$ cat config.mk
export PLATFORM = sky130hd
export DESIGN_NAME = pulse_rate_meter
export DESIGN_NICKNAME = d
export VERILOG_FILES = /design/src/rtl/pulse_rate_pkg.sv /design/src/rtl/pulse_edge_sync.sv /design/src/rtl/pulse_timebase.sv /design/src/rtl/pulse_sec_counter.sv /design/src/rtl/pulse_window_sum.sv /design/src/rtl/pulse_rate_meter.sv
export SDC_FILE = /design/constraint.sdc
export NUM_CORES = 2
export LEC_CHECK = 0
export ABC_AREA = 1
export BUFFER_PORTS_ARGS = -buffer_cell sky130_fd_sc_hd__buf_2
export CAP_MARGIN = 20
export CORE_MARGIN = 2
export CORE_UTILIZATION = 30
export CTS_BUF_LIST = sky130_fd_sc_hd__clkbuf_8
export DETAILED_ROUTE_END_ITERATION = 16
export GPL_TIMING_DRIVEN = 0
export PLACE_DENSITY_LB_ADDON = 0.2
export SLEW_MARGIN = 5
export SYNTH_ARGS = -nofsm -noshare
export SYNTH_HDL_FRONTEND = slang
export SYNTH_SLANG_ARGS = --single-unit
$ cat constraint.sdc
create_clock -name clk -period 3.75 [get_ports clk]
set_clock_uncertainty 0.1 [all_clocks]
set_input_delay 0.1875 -clock clk [delete_from_list [all_inputs] [get_ports clk]]
set_output_delay 0.1875 -clock clk [all_outputs]
set_load 0.005 [all_outputs]
$ cat src/rtl/pulse_rate_pkg.sv
package pulse_rate_pkg;

    localparam int DEF_TICKS_PER_SEC = 1000;
    localparam int DEF_WINDOW        = 60;
    localparam int DEF_CNT_W         = 16;

    // events produced each cycle by the front end and the timebase
    typedef struct packed {
        logic boundary;   // last cycle of the current second
        logic hit;        // synchronized rising transition seen
    } rate_ev_t;

    // width of the running window sum so that WINDOW full counts fit
    function automatic int sum_width(input int cnt_w, input int window);
        return cnt_w + $clog2(window + 1);
    endfunction

endpackage

$ cat src/rtl/pulse_edge_sync.sv
module pulse_edge_sync (
    input  logic clk,
    input  logic rst,
    input  logic raw_i,
    output logic rise_o
);
    logic stage_a, stage_b, stage_prev;

    always_ff @(posedge clk) begin
        if (rst) begin
            stage_a    <= 1'b0;
            stage_b    <= 1'b0;
            stage_prev <= 1'b0;
        end else begin
            stage_a    <= raw_i;
            stage_b    <= stage_a;
            stage_prev <= stage_b;
        end
    end

    assign rise_o = stage_b & ~stage_prev;


    no_double_rise_chk: assert property (@(posedge clk) disable iff (rst)
        rise_o |=> !rise_o);

endmodule

$ cat src/rtl/pulse_timebase.sv
module pulse_timebase #(
    parameter int TICKS_PER_SEC = pulse_rate_pkg::DEF_TICKS_PER_SEC
) (
    input  logic clk,
    input  logic rst,
    output logic boundary_o
);
    localparam int TB_W = (TICKS_PER_SEC > 1) ? $clog2(TICKS_PER_SEC) : 1;
    localparam logic [TB_W-1:0] LAST = TB_W'(TICKS_PER_SEC - 1);

    logic [TB_W-1:0] phase_q;

    always_ff @(posedge clk) begin
        if (rst || phase_q == LAST) phase_q <= '0;
        else                        phase_q <= phase_q + 1'b1;
    end

    assign boundary_o = (phase_q == LAST);


    phase_restart_chk: assert property (@(posedge clk) disable iff (rst)
        boundary_o |=> (phase_q == '0));

endmodule

$ cat src/rtl/pulse_sec_counter.sv
module pulse_sec_counter #(
    parameter int CNT_W = pulse_rate_pkg::DEF_CNT_W
) (
    input  logic                     clk,
    input  logic                     rst,
    input  pulse_rate_pkg::rate_ev_t ev_i,
    output logic [CNT_W-1:0]         count_o
);
    localparam logic [CNT_W-1:0] CNT_MAX = '1;

    logic [CNT_W-1:0] count_q;

    always_ff @(posedge clk) begin
        if (rst) begin
            count_q <= '0;
        end else if (ev_i.boundary) begin
            // a transition in the boundary cycle opens the new second
            count_q <= ev_i.hit ? CNT_W'(1) : '0;
        end else if (ev_i.hit && count_q != CNT_MAX) begin
            count_q <= count_q + 1'b1;
        end
    end

    assign count_o = count_q;


    no_wrap_chk: assert property (@(posedge clk) disable iff (rst)
        (count_q == CNT_MAX && !ev_i.boundary) |=> (count_q == CNT_MAX));

endmodule

$ cat src/rtl/pulse_window_sum.sv
module pulse_window_sum #(
    parameter int CNT_W  = pulse_rate_pkg::DEF_CNT_W,
    parameter int WINDOW = pulse_rate_pkg::DEF_WINDOW
) (
    input  logic                  clk,
    input  logic                  rst,
    input  logic                  push_i,
    input  logic [CNT_W-1:0]      newest_i,
    output logic [pulse_rate_pkg::sum_width(CNT_W, WINDOW)-1:0] sum_next_o
);
    localparam int SW    = pulse_rate_pkg::sum_width(CNT_W, WINDOW);
    localparam int PTR_W = (WINDOW > 1) ? $clog2(WINDOW) : 1;
    localparam logic [PTR_W-1:0] PTR_LAST = PTR_W'(WINDOW - 1);
    localparam logic [SW-1:0]    SUM_CAP  = SW'(WINDOW) * SW'({CNT_W{1'b1}});

    logic [CNT_W-1:0] slot_q [WINDOW];
    logic [PTR_W-1:0] ptr_q;
    logic [SW-1:0]    sum_q;
    logic [CNT_W-1:0] oldest;

    assign oldest     = slot_q[ptr_q];
    // the oldest slot is part of sum_q, so this never goes below zero
    assign sum_next_o = sum_q + SW'(newest_i) - SW'(oldest);

    always_ff @(posedge clk) begin
        if (rst) begin
            for (int i = 0; i < WINDOW; i++) slot_q[i] <= '0;
            ptr_q <= '0;
            sum_q <= '0;
        end else if (push_i) begin
            slot_q[ptr_q] <= newest_i;
            ptr_q         <= (ptr_q == PTR_LAST) ? '0 : ptr_q + 1'b1;
            sum_q         <= sum_next_o;
        end
    end


    sum_bounded_chk: assert property (@(posedge clk) disable iff (rst)
        sum_q <= SUM_CAP);


    sum_hold_chk: assert property (@(posedge clk) disable iff (rst)
        !push_i |=> $stable(sum_q));

endmodule

$ cat src/rtl/pulse_rate_meter.sv
module pulse_rate_meter #(
    parameter int TICKS_PER_SEC = pulse_rate_pkg::DEF_TICKS_PER_SEC,
    parameter int WINDOW        = pulse_rate_pkg::DEF_WINDOW,
    parameter int CNT_W         = pulse_rate_pkg::DEF_CNT_W
) (
    input  logic             clk,
    input  logic             rst,
    input  logic             pulse_i,
    output logic [CNT_W-1:0] sec_count_o,
    output logic [CNT_W-1:0] min_count_o,
    output logic             update_o
);
    localparam int SW = pulse_rate_pkg::sum_width(CNT_W, WINDOW);
    localparam logic [CNT_W-1:0] CNT_MAX = '1;

    pulse_rate_pkg::rate_ev_t ev;
    logic [CNT_W-1:0] cur_sec;
    logic [SW-1:0]    win_next;
    logic [CNT_W-1:0] win_limited;
    logic             hist_ok;

    pulse_edge_sync u_sync (
        .clk    (clk),
        .rst    (rst),
        .raw_i  (pulse_i),
        .rise_o (ev.hit)
    );

    pulse_timebase #(.TICKS_PER_SEC(TICKS_PER_SEC)) u_tb (
        .clk        (clk),
        .rst        (rst),
        .boundary_o (ev.boundary)
    );

    pulse_sec_counter #(.CNT_W(CNT_W)) u_sec (
        .clk     (clk),
        .rst     (rst),
        .ev_i    (ev),
        .count_o (cur_sec)
    );

    pulse_window_sum #(.CNT_W(CNT_W), .WINDOW(WINDOW)) u_win (
        .clk        (clk),
        .rst        (rst),
        .push_i     (ev.boundary),
        .newest_i   (cur_sec),
        .sum_next_o (win_next)
    );

    assign win_limited = (win_next > SW'(CNT_MAX)) ? CNT_MAX : win_next[CNT_W-1:0];

    always_ff @(posedge clk) begin
        if (rst) begin
            sec_count_o <= '0;
            min_count_o <= '0;
            update_o    <= 1'b0;
        end else begin
            update_o <= ev.boundary;
            if (ev.boundary) begin
                sec_count_o <= cur_sec;
                min_count_o <= win_limited;
            end
        end
    end

    always_ff @(posedge clk) begin
        if (rst) hist_ok <= 1'b0;
        else     hist_ok <= 1'b1;
    end


    strobe_follows_chk: assert property (@(posedge clk) disable iff (rst)
        ev.boundary |=> update_o);


    strobe_single_chk: assert property (@(posedge clk) disable iff (rst)
        update_o |=> !update_o);


    counts_hold_chk: assert property (@(posedge clk) disable iff (rst)
        (hist_ok && !update_o) |-> ($stable(sec_count_o) && $stable(min_count_o)));


    minute_covers_sec_chk: assert property (@(posedge clk) disable iff (rst)
        min_count_o >= sec_count_o);

endmodule

# Word level (Yosys, flattened, before mapping)
# Memories as Yosys holds them, arrays and structs flattened. A register that Yosys moved wholly into a read port is not among the register bits.
# Cells that the tools add are included.
# totals
wordCells,41
latchBits,0
mem_bits_ro,0
in_bits,3
ff_bits,90
n_memories,1
ramBits,960
# op_classes
reduce_logical,4
n_lt_le_gt_ge,1
mul,0
bitwise,2
n_mux,15
div,0
add_sub_neg,5
n_eq_ne,3
shift,0
# mem_list
name,depth,word_bits,read_ports,rd_ports_with_merged_regs,wr,line,rtl
u_win.slot_q,60,16,1,1,60,pulse_window_sum.sv:16,logic [CNT_W-1:0] slot_q [WINDOW];
# op_table
cell,count
16-bit 2-to-1 mux,4
6-bit 2-to-1 mux,4
22-bit by 16-bit adder with 22-bit output,1
"22-bit by 16-bit > comparator with 1-bit output, second input constant",1
22-bit by 16-bit subtractor with 22-bit output,1
"16-bit by 1-bit adder with 16-bit output, second input constant",1
"16-bit inequality test, second input constant",1
16-bit OR reduction,1
"10-bit by 1-bit adder with 10-bit output, second input constant",1
"10-bit equality test, second input constant",1
1-bit 2-to-1 mux,7
"6-bit by 1-bit adder with 6-bit output, second input constant",1
"6-bit equality test, second input constant",1
2-bit nonzero test,1
1-bit bitwise AND,1
1-bit logical AND,1
1-bit logical OR,1
1-bit inverter,1

# Logic depth before layout (Yosys ltp)
# depth
word_depth,6
mapped_depth,31
depth_no_buf,27

# Modules after synthesis
# Synthesis repeated with hierarchy kept, for this count alone.
# hier_totals
hier_cells,5612
hier_area_um2,52305.2
# by_module_without_submodules
mod,n_inst,cells_per_inst,area_each_um2,seq_area_each_um2
pulse_window_sum,1,5217,49508.7,31430.1
pulse_rate_meter,1,162,1243.7,660.6
pulse_sec_counter,1,161,1009.7,320.3
pulse_timebase,1,62,456.7,200.2
pulse_edge_sync,1,10,86.3,60.1

# Worst setup path before layout
# OpenSTA, ideal clock, no wires.
# synth_path
path_type,register -> register
start,register with a tool-made name
end,register min_count_o[10]
slack_ns,-0.281
setup_ns,0.129
t_required_ns,3.521
synth_period_minus_slack_ns,4.031
stages_incl_launch_ff,28
arrival_ns,3.801
path_cell_list,dfxtp_1 -> buf_2 -> buf_2 -> clkbuf_1 -> clkbuf_1 -> o21ai_0 -> o22ai_1 -> o21ai_0 -> o21ai_0 -> nand3_1 -> nand2_1 -> ha_1 -> inv_1 -> ha_1 -> fa_1 -> nand2_1 -> nand2_1 -> nand3_1 -> nand2_1 -> nand2_1 -> nand3b_1 -> nand2_1 -> nand3_1 -> nor2_1 -> nand2_1 -> nand2_1 -> clkbuf_1 -> nand2_1
# synth_lines
item,line,rtl
end signal: assignment,pulse_rate_meter.sv:61,min_count_o <= win_limited;
end: declaration,pulse_rate_meter.sv:10,"output logic [CNT_W-1:0] min_count_o,"

==> results.toml <==
[setup_path]
crit_fanout = 9
crit_type = "reg -> reg"
end_kind = "flop"
worstPathArrival_ns = 5.35
worst_setup_path_start_kind = "flop"
critPathRequiredTime_ns = 4.50

[floorplanning]
core-area_sq_um = 167000
start_util_pct = 30.1
fp-row-count = 150
die-height_microns = 413
die_x_microns = 413
dieArea_sq_um = 171000
top_level_ports = 36

[global_routing]
antenna_found_initial = 21
grt_start_max_net_pins = 17
grt_pass1_wl_microns = 349000
grt_pass1_vias = 41205
grt_usage_pct = 30.3
grt_overflow = 0

[synthesis]
syn-num-nets = 5111
async_flop_share_pct = 0
synth-edff-count = 1024
yosys_warnings = 0
syn_avg_cell_area_sq_um = 9.92
synth_cell_types = 39
synth.cell_area_sq_um = 50300
synth_ff_type = "edfxtp_1"
syn_inst = 5067
yosysSeqAreaShare_pct = 65.0
synth_seq_cells = 1120

[sta]
slew_viol_final = 0
fin_crit_sh_pct = 123
setup_ws_ns = -0.846
worstMarginPinSlew_ns = 1.36
timing.fmax_mhz = 218
finalHoldViolCount = 0
fin_crit_ns = 4.60
setup_viol = 36
slew_headroom_pct = 9.57
rsz0062_at_grt = "true"

[clocking]
worstSkewPairLatency_ns = 1.01
cts_htree_levels = 4
clkSlewWorstSetupHoldPaths_ns = 0.06
cts_tree = "yes"
clock_sinks = 1120
cts-root-buf = "clkbuf_8"
cts_buffers = 196
clockBufferDepth = 3

[route]
wirelength_microns = 263000
avgViaCountPerCell = 5.65
dr.pass1.iters = 6
wire_per_inst_microns = 33.8
initialDrtViolationCount = 6157
drc_errors = 0
vias = 44001
ant_nets = 0

[power]
finalPower_mw = 26.2
power_leakage_nw = 21.8
power_density_nw_per_um2 = 409
irDropWorstVdd_v = 0.000254

[cells_and_area]
syn2layout_area_growth_pct = 27.4
stdcell_count = 7790
nets = 5479
layout-drive-gt1-share_pct = 23.8
n_fill_cell = 16467

[min_path]
hp-start = "u_sync.stage_a"
hold_path.class = "reg -> reg"

[place]
hpwl_microns = 186000
port-buffer-count = 34
routabilityCongestion = 1.02
dp.cells = 7365

[run]
maxCapViolations = 0

[status]
status = "finished, violations left"
violations = "setup timing"
==> stage by stage <==
stage	hold slack, ns	setup TNS [ns]	instance area [sq um]	setup slack, ns	util (%)
after floorplan	0.194	0	50300	0.000495	-
after global placement	0.302	-1427.50	53200	-3.36	31.9
after detailed placement	0.298	-194.66	54200	-3.01	32.5
after CTS	0.307	-56.91	63200	-0.751	37.9
after global routing	0.311	-24.34	64000	-0.945	38.4
final	0.303	-21.72	64100	-0.846	38.4
==> layout make-up <==
type,instances,area [sq um],area share (%)
Timing Repair Buffer,174,2110,3.29
Multi-Input combinational cell,3382,18800,29.3
Tap cell,2204,2760,4.30
Clock buffer,203,2790,4.36
Antenna cell,6,15.0,0.0234
Clock inverter,140,748,1.17
Sequential cell,1120,32700,51.0
Buffer,400,3570,5.57
Inverter,161,623,0.973
==> cell usage after synthesis (5+ instances only) <==
library cell / count / area share (%)
o21ai_0: 664 / 6.6
xnor2_1: 5 / 0.087
nand4_1: 13 / 0.16
nand3_1: 61 / 0.61
buf_1: 20 / 0.15
ha_1: 25 / 0.62
edfxtp_1: 1024 / 61
clkinv_1: 10 / 0.075
o211ai_1: 19 / 0.28
nand2_2: 47 / 0.58
a21oi_1: 98 / 0.98
fa_1: 16 / 0.64
o22ai_1: 256 / 3.2
dfxtp_1: 96 / 3.8
buf_2: 57 / 0.57
nor3_1: 22 / 0.22
nand2_1: 504 / 3.8
inv_2: 11 / 0.082
nor2_1: 1594 / 12
xor2_1: 12 / 0.21
o221ai_1: 7 / 0.12
inv_1: 140 / 1.0
clkbuf_1: 327 / 2.4
nor4_1: 9 / 0.11
==> worst max-delay path, stage by stage (launching register included) <==
cell       delay [ns]
dfxtp_4          0.40
buf_12           0.15
buf_12           0.13
clkbuf_16        0.17
clkbuf_16        0.16
buf_12           0.16
o21ai_0          0.12
o22ai_2          0.42
nor2_4           0.08
o21ai_2          0.21
nand3_4          0.17
nand2_4          0.13
fa_1             0.41
inv_1            0.11
ha_4             0.23
nor2_1           0.17
inv_1            0.08
nand3_2          0.08
nand2_2          0.06
nand2_2          0.09
nand3b_1         0.10
nand2_2          0.10
nand3_2          0.08
nor2_2           0.13
nand2_2          0.07
nand2_4          0.12
buf_4            0.15
nand2_1          0.05
==> layer usage <==
metal	track usage, %	up-vias	share of wire [%]	wire length, microns
met2	44.7	2925	42	112000
met3	10.2	669	12	32500
met4	17.1	16	6.7	17600
met5	0	-	0.095	251
met1	38.7	22164	38	101000
li1	-	18227	-	-
==> cells by family after synthesis <==
| family | after synthesis | synth area share (%) |
|---|---|---|
| xor gates and xnor gates | 17 | 0.296 |
| buffers and inverters | 565 | 4.36 |
| AOI/OAI and AO/OA | 1055 | 11.3 |
| and+or+nand+nor | 2269 | 17.8 |
| DFF | 1120 | 65.0 |
| adders and majority gates | 41 | 1.26 |
==> where the power goes <==
group	internal [mW]	switching [mW]	leakage, nW
sequential	14.1	0.197	10.5
clock	5.19	5.63	2.08
combinational	0.278	0.792	9.25
==> flip-flops by register name (all words and copies together), names as in the netlist, named ones only <==
| signal | count |
|---|---|
| u_sync.stage_a | 1 |
| min_count_o | 16 |
| u_tb.phase_q | 10 |
| u_win.ptr_q | 6 |
| u_sync.stage_b | 1 |
| u_win.slot_q | 1024 |
| sec_count_o | 16 |
| update_o | 1 |
| u_sec.count_o | 16 |
| u_sync.stage_prev | 1 |
| u_win.sum_q | 22 |
==> cell usage in the layout (no fill, tap or decap), types with 86 or more instances in the layout <==
cell type  netlist  final
edfxtp_1      1024   1024
o21ai_1          0     96
clkbuf_1       327    134
nor2_1        1594   1523
inv_1          140    196
dfxtp_1         96     88
nand2_2         47    166
o21ai_0        664    482
nand2_1        504    319
clkbuf_8         0    264
o22ai_1        256    160
buf_2           57     86
o22ai_2          0     87
==> final timing paths <==
| kind | end | slack [ns] | depth (start not counted) |
|---|---|---|---|
| max | min_count_o[15] | -0.85 | 27 |
| min | u_sync.stage_b | 0.30 | 2 |
| max reg2reg | min_count_o[15] | -0.85 | 27 |
| min reg2reg | u_sync.stage_b | 0.30 | 2 |
==> repair_timing <==
item | CTS | global route
gates cloned | 18 | 0
pin swaps | 219 | 116
setup endpoints to repair | 418 | 576
buffers inserted | 39 | 13
resized for setup | 1289 | 251
hold buffers | 4 | 0
endpoints found under the hold margin | 5 | 0
Power figures use the tool's default switching activity.
